File: config.mk
export PLATFORM = sky130hd
export DESIGN_NAME = pwr_supervisor
export DESIGN_NICKNAME = d
export VERILOG_FILES = /design/src/rtl/pwr_sup_pkg.sv /design/src/rtl/pwr_sup_sync.sv /design/src/rtl/pwr_sup_tier.sv /design/src/rtl/pwr_sup_pinqual.sv /design/src/rtl/pwr_sup_seq.sv /design/src/rtl/pwr_supervisor.sv
export SDC_FILE = /design/constraint.sdc
export NUM_CORES = 1
export LEC_CHECK = 0
export ABC_AREA = 1
export BUFFER_PORTS_ARGS = -buffer_cell sky130_fd_sc_hd__clkbuf_2
export CAP_MARGIN = 5
export CORE_MARGIN = 5
export CORE_UTILIZATION = 50
export CTS_BUF_LIST = sky130_fd_sc_hd__clkbuf_8
export DETAILED_ROUTE_END_ITERATION = 8
export PLACE_DENSITY = 0.69
export SLEW_MARGIN = 20
export SYNTH_ARGS = -nofsm -noshare
export SYNTH_HDL_FRONTEND = slang
export SYNTH_SLANG_ARGS = --single-unit
export TNS_END_PERCENT = 1
File: constraint.sdc
create_clock -name clk -period 3 [get_ports clk]
set_input_delay 0.3 -clock clk [delete_from_list [all_inputs] [get_ports clk]]
set_output_delay 0.3 -clock clk [all_outputs]
set_load 0.05 [all_outputs]
File: src/rtl/pwr_sup_pkg.sv
package pwr_sup_pkg;
    typedef enum logic [1:0] {
        T_NORM = 2'd0,
        T_WARN = 2'd1,
        T_RST  = 2'd2,
        T_BATT = 2'd3
    } tier_t;

    typedef enum logic [1:0] {
        ST_OFF   = 2'd0,
        ST_HOLD  = 2'd1,
        ST_DELAY = 2'd2,
        ST_RUN   = 2'd3
    } seq_state_t;
endpackage

File: src/rtl/pwr_sup_sync.sv
module pwr_sup_sync #(
    parameter int W = 1,
    parameter logic [W-1:0] RST_VAL = '0
) (
    input  logic         clk,
    input  logic         rst_n,
    input  logic [W-1:0] d,
    output logic [W-1:0] q
);
    logic [W-1:0] stage1;

    always_ff @(posedge clk or negedge rst_n) begin
        if (!rst_n) begin
            stage1 <= RST_VAL;
            q      <= RST_VAL;
        end else begin
            stage1 <= d;
            q      <= stage1;
        end
    end
endmodule

File: src/rtl/pwr_sup_tier.sv
module pwr_sup_tier
    import pwr_sup_pkg::*;
(
    input  logic  warn_s,
    input  logic  min_s,
    input  logic  batt_s,
    output tier_t tier
);
    always_comb begin
        if (batt_s)      tier = T_BATT;
        else if (min_s)  tier = T_RST;
        else if (warn_s) tier = T_WARN;
        else             tier = T_NORM;
    end
endmodule

File: src/rtl/pwr_sup_pinqual.sv
module pwr_sup_pinqual #(
    parameter int QUAL_CLKS = 48
) (
    input  logic clk,
    input  logic rst_n,
    input  logic pin_n_s,
    output logic active,
    output logic act_pulse
);
    localparam int QW = (QUAL_CLKS > 2) ? $clog2(QUAL_CLKS) : 1;
    localparam logic [QW-1:0] QLAST = QW'(QUAL_CLKS - 1);

    logic [QW-1:0] cnt;
    logic          mismatch;

    // pin low (0) while inactive (0), or pin high (1) while active (1)
    assign mismatch = (pin_n_s == active);

    always_ff @(posedge clk or negedge rst_n) begin
        if (!rst_n) begin
            active    <= 1'b0;
            act_pulse <= 1'b0;
            cnt       <= '0;
        end else if (mismatch) begin
            if (cnt == QLAST) begin
                active    <= ~active;
                act_pulse <= ~active;
                cnt       <= '0;
            end else begin
                act_pulse <= 1'b0;
                cnt       <= cnt + 1'b1;
            end
        end else begin
            act_pulse <= 1'b0;
            cnt       <= '0;
        end
    end

    assert_qual_flip_R8: assert property (@(posedge clk) disable iff (!rst_n)
        !$stable(active) |-> $past(cnt) == QLAST);
endmodule

File: src/rtl/pwr_sup_seq.sv
module pwr_sup_seq
    import pwr_sup_pkg::*;
#(
    parameter int POR_CLKS = 21504
) (
    input  logic  clk,
    input  logic  rst_n,
    input  tier_t tier,
    input  logic  ext_s,
    input  logic  line_hi_s,
    input  logic  warn_en,
    input  logic  warn_clr,
    input  logic  qual_active,
    input  logic  qual_pulse,
    output logic  cpu_reset,
    output logic  bus_off,
    output logic  pf_n,
    output logic  line_pull,
    output logic  warn_irq,
    output logic  load_entry
);
    localparam int CW = (POR_CLKS > 2) ? $clog2(POR_CLKS) : 1;
    localparam logic [CW-1:0] PLAST = CW'(POR_CLKS - 1);

    seq_state_t    state, nxt;
    logic [CW-1:0] cnt;
    logic          cause;
    logic          armed;
    logic          fire;

    assign cause = (tier == T_RST) || (tier == T_BATT) || ext_s;

    always_comb begin
        nxt = state;
        unique case (state)
            ST_OFF: begin
                if (tier != T_BATT) nxt = ST_HOLD;
            end
            ST_HOLD: begin
                if (tier == T_BATT)           nxt = ST_OFF;
                else if (!cause && line_hi_s) nxt = ST_DELAY;
            end
            ST_DELAY: begin
                if (tier == T_BATT)            nxt = ST_OFF;
                else if (cause || !line_hi_s)  nxt = ST_HOLD;
                else if (cnt == PLAST)         nxt = ST_RUN;
            end
            ST_RUN: begin
                if (tier == T_BATT)           nxt = ST_OFF;
                else if (cause || !line_hi_s) nxt = ST_HOLD;
            end
        endcase
    end

    assign fire = (state == ST_RUN) && (nxt == ST_RUN) && (tier == T_WARN)
                  && warn_en && armed;

    always_ff @(posedge clk or negedge rst_n) begin
        if (!rst_n) begin
            state      <= ST_OFF;
            cnt        <= '0;
            armed      <= 1'b1;
            warn_irq   <= 1'b0;
            load_entry <= 1'b0;
        end else begin
            state <= nxt;
            cnt   <= (state == ST_DELAY && nxt == ST_DELAY) ? cnt + 1'b1 : '0;
            if (fire)                armed <= 1'b0;
            else if (tier == T_NORM) armed <= 1'b1;
            if (nxt != ST_RUN)       warn_irq <= 1'b0;
            else if (fire)           warn_irq <= 1'b1;
            else if (warn_clr)       warn_irq <= 1'b0;
            load_entry <= ((state == ST_DELAY) && (nxt == ST_RUN) && qual_active)
                       || ((state == ST_RUN) && (nxt == ST_RUN) && qual_pulse);
        end
    end

    always_comb begin
        cpu_reset = (state != ST_RUN);
        bus_off   = (state != ST_RUN);
        pf_n      = (state != ST_OFF);
        line_pull = (state == ST_OFF) || ((state == ST_HOLD) && cause);
    end

    assert_reset_on_low_supply_R2: assert property (@(posedge clk) disable iff (!rst_n)
        (tier == T_RST) |=> cpu_reset);
    assert_batt_flag_R5: assert property (@(posedge clk) disable iff (!rst_n)
        (tier == T_BATT) |=> !pf_n);
    assert_por_length_R6: assert property (@(posedge clk) disable iff (!rst_n)
        $rose(state == ST_RUN) |-> ($past(state) == ST_DELAY && $past(cnt) == PLAST));
    assert_irq_needs_enable_R7: assert property (@(posedge clk) disable iff (!rst_n)
        $rose(warn_irq) |-> $past(warn_en));
    assert_load_in_run_R9: assert property (@(posedge clk) disable iff (!rst_n)
        load_entry |-> !cpu_reset);
endmodule

File: src/rtl/pwr_supervisor.sv
module pwr_supervisor
    import pwr_sup_pkg::*;
#(
    parameter int POR_CLKS       = 21504,
    parameter int PROG_QUAL_CLKS = 48
) (
    input  logic clk,
    input  logic rst_n,
    input  logic ext_reset,
    input  logic below_warn,
    input  logic below_min,
    input  logic below_batt,
    input  logic warn_int_en,
    input  logic warn_clr,
    input  logic rst_line_in,
    input  logic prog_pin_n,
    output logic rst_line_pull,
    output logic cpu_reset,
    output logic bus_off,
    output logic pf_n,
    output logic warn_irq,
    output logic load_entry
);
    localparam int NSYNC = 6;
    // order: ext, batt, min, warn, line, prog; worst-case supply at reset
    localparam logic [NSYNC-1:0] SYNC_RST = 6'b111101;

    logic [NSYNC-1:0] raw, syn;
    tier_t            tier;
    logic             qual_active, qual_pulse;

    assign raw = {ext_reset, below_batt, below_min, below_warn, rst_line_in, prog_pin_n};

    pwr_sup_sync #(.W(NSYNC), .RST_VAL(SYNC_RST)) u_sync (
        .clk(clk), .rst_n(rst_n), .d(raw), .q(syn)
    );

    pwr_sup_tier u_tier (
        .warn_s(syn[2]), .min_s(syn[3]), .batt_s(syn[4]), .tier(tier)
    );

    pwr_sup_pinqual #(.QUAL_CLKS(PROG_QUAL_CLKS)) u_qual (
        .clk(clk), .rst_n(rst_n), .pin_n_s(syn[0]),
        .active(qual_active), .act_pulse(qual_pulse)
    );

    pwr_sup_seq #(.POR_CLKS(POR_CLKS)) u_seq (
        .clk(clk), .rst_n(rst_n), .tier(tier), .ext_s(syn[5]),
        .line_hi_s(syn[1]), .warn_en(warn_int_en), .warn_clr(warn_clr),
        .qual_active(qual_active), .qual_pulse(qual_pulse),
        .cpu_reset(cpu_reset), .bus_off(bus_off), .pf_n(pf_n),
        .line_pull(rst_line_pull), .warn_irq(warn_irq), .load_entry(load_entry)
    );
endmodule

## Word-level counts from Yosys, hierarchy flattened

Index checks and enable logic that the tools add are counted.

| storage, ports and cells | value |
|---|---|
| flip-flop bits (word level) | 40 |
| output and inout bits | 6 |
| word-level logic and storage cells | 72 |

| cells by class | value |
|---|---|
| reductions and logical operators | 23 |
| muxes and demuxes | 22 |
| eq/ne operators | 14 |
| $add $sub $neg | 2 |
| bitwise logic cells | 1 |

Operator list:

| operator | number |
|---|---|
| 2-bit 2-to-1 mux | 10 |
| 15-bit by 1-bit adder with 15-bit output, second input constant | 1 |
| 15-bit equality test, second input constant | 1 |
| 15-bit 2-to-1 mux | 1 |
| 2-bit equality test, second input constant | 6 |
| 6-bit 2-to-1 mux | 2 |
| 1-bit logical AND | 10 |
| 1-bit 2-to-1 mux | 8 |
| 2-bit one-hot mux with 4 select lines | 1 |
| 6-bit by 1-bit adder with 6-bit output, second input constant | 1 |
| 6-bit equality test, second input constant | 1 |
| 2-bit != test, second input constant | 3 |
| 1-bit logical OR | 5 |
| 2-bit by 1-bit equality test with 1-bit output, second input constant | 2 |
| 2-bit zero test | 2 |
| 2-bit nonzero test | 2 |
| 3-bit nonzero test | 1 |
| 1-bit zero test | 2 |
| 2-bit AND reduction | 1 |
| 1-bit equality test | 1 |
| 1-bit inverter | 1 |

## Depth between registers and ports, before layout

| logic depth | value |
|---|---|
| depth in word-level cells | 18 |
| depth in mapped cells | 9 |
| depth with buffers taken out | 9 |

## By module

Synthesis repeated with hierarchy kept, for this count alone.

| second synthesis, totals | value |
|---|---|
| cells, all modules | 208 |
| area total of the unflattened synthesis | 1916.8 um2 |

By module, submodules not included:

| module | area each (um2) | instances | cells an instance |
|---|---|---|---|
| pwr_sup_seq | 1201.2 | 1 | 148 |
| pwr_sup_pinqual | 384.1 | 1 | 43 |
| pwr_sup_sync | 312.8 | 1 | 12 |
| pwr_sup_tier | 18.8 | 1 | 5 |

## Worst setup path after synthesis

Ideal clock, no wire load.

| timing | value |
|---|---|
| path kind | register to output |
| start | register u_sync.q[5] |
| end | output rst_line_pull |
| stages on the path, launching flop included | 3 |
| buffers on the path | 0 |
| data arrival time | 1.372 ns |
| setup slack | 1.328 ns |
| required time | 2.700 ns |
| path through | dfstp_2 -> inv_1 -> a31oi_1 |

| on the way | value |
|---|---|
| longest elaborated chain between the ends | 3 |

Ends and longest elaborated chain:

| item | RTL line | source |
|---|---|---|
| from (decl) | pwr_sup_sync.sv:8 | `output logic [W-1:0] q` |
| from (signal assigned) | pwr_sup_sync.sv:18 | `q <= stage1;` |
| 1-bit logical OR | pwr_sup_seq.sv:31 | `assign cause = (tier == T_RST) \|\| (tier == T_BATT) \|\| ext_s;` |
| 1-bit logical AND | pwr_sup_seq.sv:82 | `line_pull = (state == ST_OFF) \|\| ((state == ST_HOLD) && cause);` |
| 1-bit logical OR | pwr_sup_seq.sv:82 |  |
| to (decl) | pwr_supervisor.sv:17 | `output logic rst_line_pull,` |

No other way between the ends.

## Worst setup path in the final report

| timing | value |
|---|---|
| start | register u_seq.cnt[0] |
| end | register u_seq.cnt[2] |

| on the way | value |
|---|---|
| longest elaborated chain between the ends | 8 |
| elaborated cells on any way between the ends | 9 |
| classes of those cells | add/sub: 1; eq/ne: 2; mux: 5; reduce/logical: 1 |

Ends and longest elaborated chain:

| item | RTL line | source |
|---|---|---|
| from (decl) | pwr_sup_seq.sv:26 | `logic [CW-1:0] cnt;` |
| from (signal assigned) | pwr_sup_seq.sv:67 | `cnt <= (state == ST_DELAY && nxt == ST_DELAY) ? cnt + 1'b1 : '0;` |
| 15-bit equality test | pwr_sup_seq.sv:46 | `else if (cnt == PLAST) nxt = ST_RUN;` |
| 2-bit 2-to-1 mux | pwr_sup_seq.sv:46 |  |
| 2-bit 2-to-1 mux | pwr_sup_seq.sv:45 | `else if (cause \|\| !line_hi_s) nxt = ST_HOLD;` |
| 2-bit 2-to-1 mux | pwr_sup_seq.sv:44 | `if (tier == T_BATT) nxt = ST_OFF;` |
| 2-bit one-hot mux with 4 select lines | pwr_sup_seq.sv:35 | `unique case (state)` |
| 2-bit equality test | pwr_sup_seq.sv:67 |  |
| 1-bit logical AND | pwr_sup_seq.sv:67 |  |
| 15-bit 2-to-1 mux (*) | pwr_sup_seq.sv:67 |  |

Mark *: on every way between the ends. The rest lies on a longest branch, timed or not.
A chain may end at the register's enable or synchronous reset.

==> impl_metrics.tcl <==
set metrics [dict create \
    slowest_delay_ns 0.41 \
    path_class "reg2reg" \
    clock-sinks 40 \
    fillers 328 \
    clockBufferDepth 2 \
    initial_core_util_pct 52.42 \
    viasPerCell 4.756 \
    core_sq_um 3363 \
    outcome "completed" \
    ir_worst_vdd_mv 0.3459 \
    critPathCaptureType "register" \
    hold_viol_final 0 \
    whs_ns 0.08985 \
    cts_root_buffer "clkbuf_8" \
    htree_levels 2 \
    maxSlewViolCount 0 \
    crit_end "u_seq.cnt[2]" \
    wire_per_inst_um 11.20 \
    crit_fanout 15 \
    netlist_instances 183 \
    grt_pass1_vias 1236 \
    rrSetupSlack_ns 1.35 \
    setup_viol 0 \
    dieHeight_um 69.38 \
    dieArea_sq_um 4814 \
    path_buf_inv 1 \
    synth-seq-cells 40 \
    path_cells "ha_1, nand3_2, inv_1, nand2_2, nor2_1, nor2_2, nand4_4, nor2_1" \
    netlist_area_sq_um 1763 \
    total_power_mw 1.097 \
    synth.avg_cell_area_sq_um 9.634 \
    drv_cap 0 \
    num_antenna_cells 0 \
    grt_overflow_total 0 \
    crit_required_ns 3.21 \
    dr.pass1.iters 4 \
    synth_top_area_cell "dfrtp_1" \
    place_congestion 0.8176 \
    cp-start-kind "register" \
    dp_hpwl_um 2027 \
    num_vias 1189 \
    cp_num_cells 8 \
    ant_nets 0 \
    post_cts_buffers 0 \
    min_period_ns 1.650 \
    r2r_start "u_seq.cnt[0]" \
    ios 16 \
    antenna_found_initial 0 \
    worstPathArrival_ns 1.86 \
    startpoint "u_seq.cnt[0]" \
    r2r_end "u_seq.cnt[2]" \
    fmax_ghz 0.6059 \
    synth.area.top_cells "dfrtp_1 41%, dfstp_2 16%, nor2_1 6.2%" \
    yosys.area.top_type_share_pct 41.16 \
    min_path_type "in2reg" \
    worst_slew_pin_slew_ns 0.8517 \
    min_period_over_period_pct 55.01 \
    ys_seq_area_share_pct 57.56 \
    layout.nets 215 \
    grt_max_degree 41 \
    clock_skew_ns 0.002985 \
    cts_made_buffers 5 \
    wl_um 2801 \
    ctsResizeCount 0 \
    worstRegToRegCells 8 \
    hold_buffers 0 \
    yosys_warnings 0 \
    drtIter0Drc 77 \
    final.setup.worst_slack_ns 1.350 \
    clkSlewWorstSetupHoldPaths_ns 0.07 \
    rows 21 \
    critPathSlowestCell "dfrtp_1" \
    fp.dieW_um 69.38 \
    track_usage_pct 13.43 \
    cts_tree "yes" \
    fin_tns_setup_ns 0 \
    relSlewSlack_pct 43.22 \
    grt_pass1_wl_um 5230 \
    insertion_delay_ns 0.29 \
    rsz0062_at_grt "false" \
    cp_top_family "simple AND/OR/NAND/NOR gates" \
    synth_nets 195 \
    portBuffers 15 \
    drc 0 \
    p_leak_nw 0.8613 \
    areaGrowthSynthToFinish_pct 13.63 \
    path_common_cell "nor2_1" \
    dp_slack_ns 1.348 \
    drive_gt1_share_pct 25.49 \
    powerDensity_nw_per_um2 547.7 \
    synth_cell_types 25 \
]
==> sequential cells by signal, indices dropped and copies added, names as in the netlist <==
signal,count
u_seq.cnt,15
u_qual.cnt,6
u_sync.q,6
u_sync.stage1,6
u_seq.state,2
u_qual.act_pulse,1
u_qual.active,1
u_seq.armed,1
u_seq.load_entry,1
u_seq.warn_irq,1
==> final cells by class <==
type | count | area (sq um) | area share, %
sequential | 40 | 1015 | 50.66
inverter | 23 | 86.33 | 4.310
clock buffer | 7 | 96.34 | 4.809
multi-input combinational | 118 | 643.1 | 32.10
timing repair buffer | 15 | 75.07 | 3.748
clock inverter | 1 | 30.03 | 1.499
tap | 46 | 57.56 | 2.873
==> cells by family (layout without fill, tap and decap cells) <==
kind of cell | count (synthesis) | count (layout) | share of synthesized area [%]
simple gates | 94 | 94 | 25.69
compound gates | 10 | 10 | 3.335
buf+inv | 25 | 46 | 5.962
mux | 1 | 1 | 0.5678
fa+ha+maj | 2 | 2 | 1.419
xor+xnor | 11 | 11 | 5.465
flops | 40 | 40 | 57.56
==> how the worst min path moves through the flow <==
stage          slack [ns]  depth (start not counted)              from               end
2_1_floorplan       0.004                          0             rst_n  u_qual.act_pulse
3_3_place_gp         0.33                          0  u_sync.stage1[1]       u_sync.q[1]
3_5_place_dp         0.35                          0  u_sync.stage1[4]       u_sync.q[4]
4_1_cts              0.08                          1         below_min  u_sync.stage1[3]
5_1_grt              0.08                          1        prog_pin_n  u_sync.stage1[0]
6_report             0.09                          1        below_warn  u_sync.stage1[2]
==> metrics by stage <==
stage	cell area (sq um)	utilization, %	instances
global route	2003	59.56	250
finish	2003	59.56	250
global placement	1877	55.80	242
floorplan	1763	-	183
detailed placement	1877	55.80	242
CTS	2003	59.56	250
==> where the power goes <==
part	internal (mW)	leakage, nW	switching [mW]	total [mW]
Combinational	0.0172	0.285	0.0446	0.0619
Sequential	0.559	0.512	0.0110	0.570
Clock	0.293	0.0645	0.172	0.465
Total	0.869	0.861	0.228	1.10
==> worst reg2reg max path, delay by kind of cell (launching register included) <==
kind / cells / cell delay [ns]
simple gates: 6 / 0.88
buf+inv: 1 / 0.06
fa+ha+maj: 1 / 0.24
flops: 1 / 0.41
==> layout by cell type (no fill, tap or decap), drive strengths merged <==
cell type  instances
nor2              42
dfrtp             29
nand2             27
inv               23
clkbuf            21
nand3             12
dfstp             11
xor2               8
nor3               6
nand4              5
o21ai              3
xnor2              3
a21oi              3
o31ai              2
nor3b              2
ha                 2
o21a               1
mux2i              1
a31oi              1
bufinv             1
buf                1
==> routing by layer <==
| metal | track usage, % | share of wire (%) | up-vias |
|---|---|---|---|
| li1 | - | - | 614 |
| met1 | 15.60 | 45 | 553 |
| met2 | 22.46 | 50 | 17 |
| met3 | 4.058 | 3.4 | 5 |
| met4 | 6.508 | 1.6 | 0 |
| met5 | 0 | 0 | - |
==> cell usage after synthesis <==
library cell and n:
dfrtp_1 29, nor2_1 29, nand2_1 25, inv_1 22
nor2_2 13, dfstp_2 11, nand3_1 11, xor2_1 8
nor3_1 6, nand4_1 4, a21oi_1 3, o21ai_0 3
xnor2_1 3, ha_1 2, nand2_2 2, nor3b_1 2
o31ai_1 2, a31oi_1 1, buf_4 1, buf_6 1
inv_2 1, mux2i_1 1, nand3_2 1, nand4_4 1
o21a_1 1
Power figures use the tool's default switching activity.
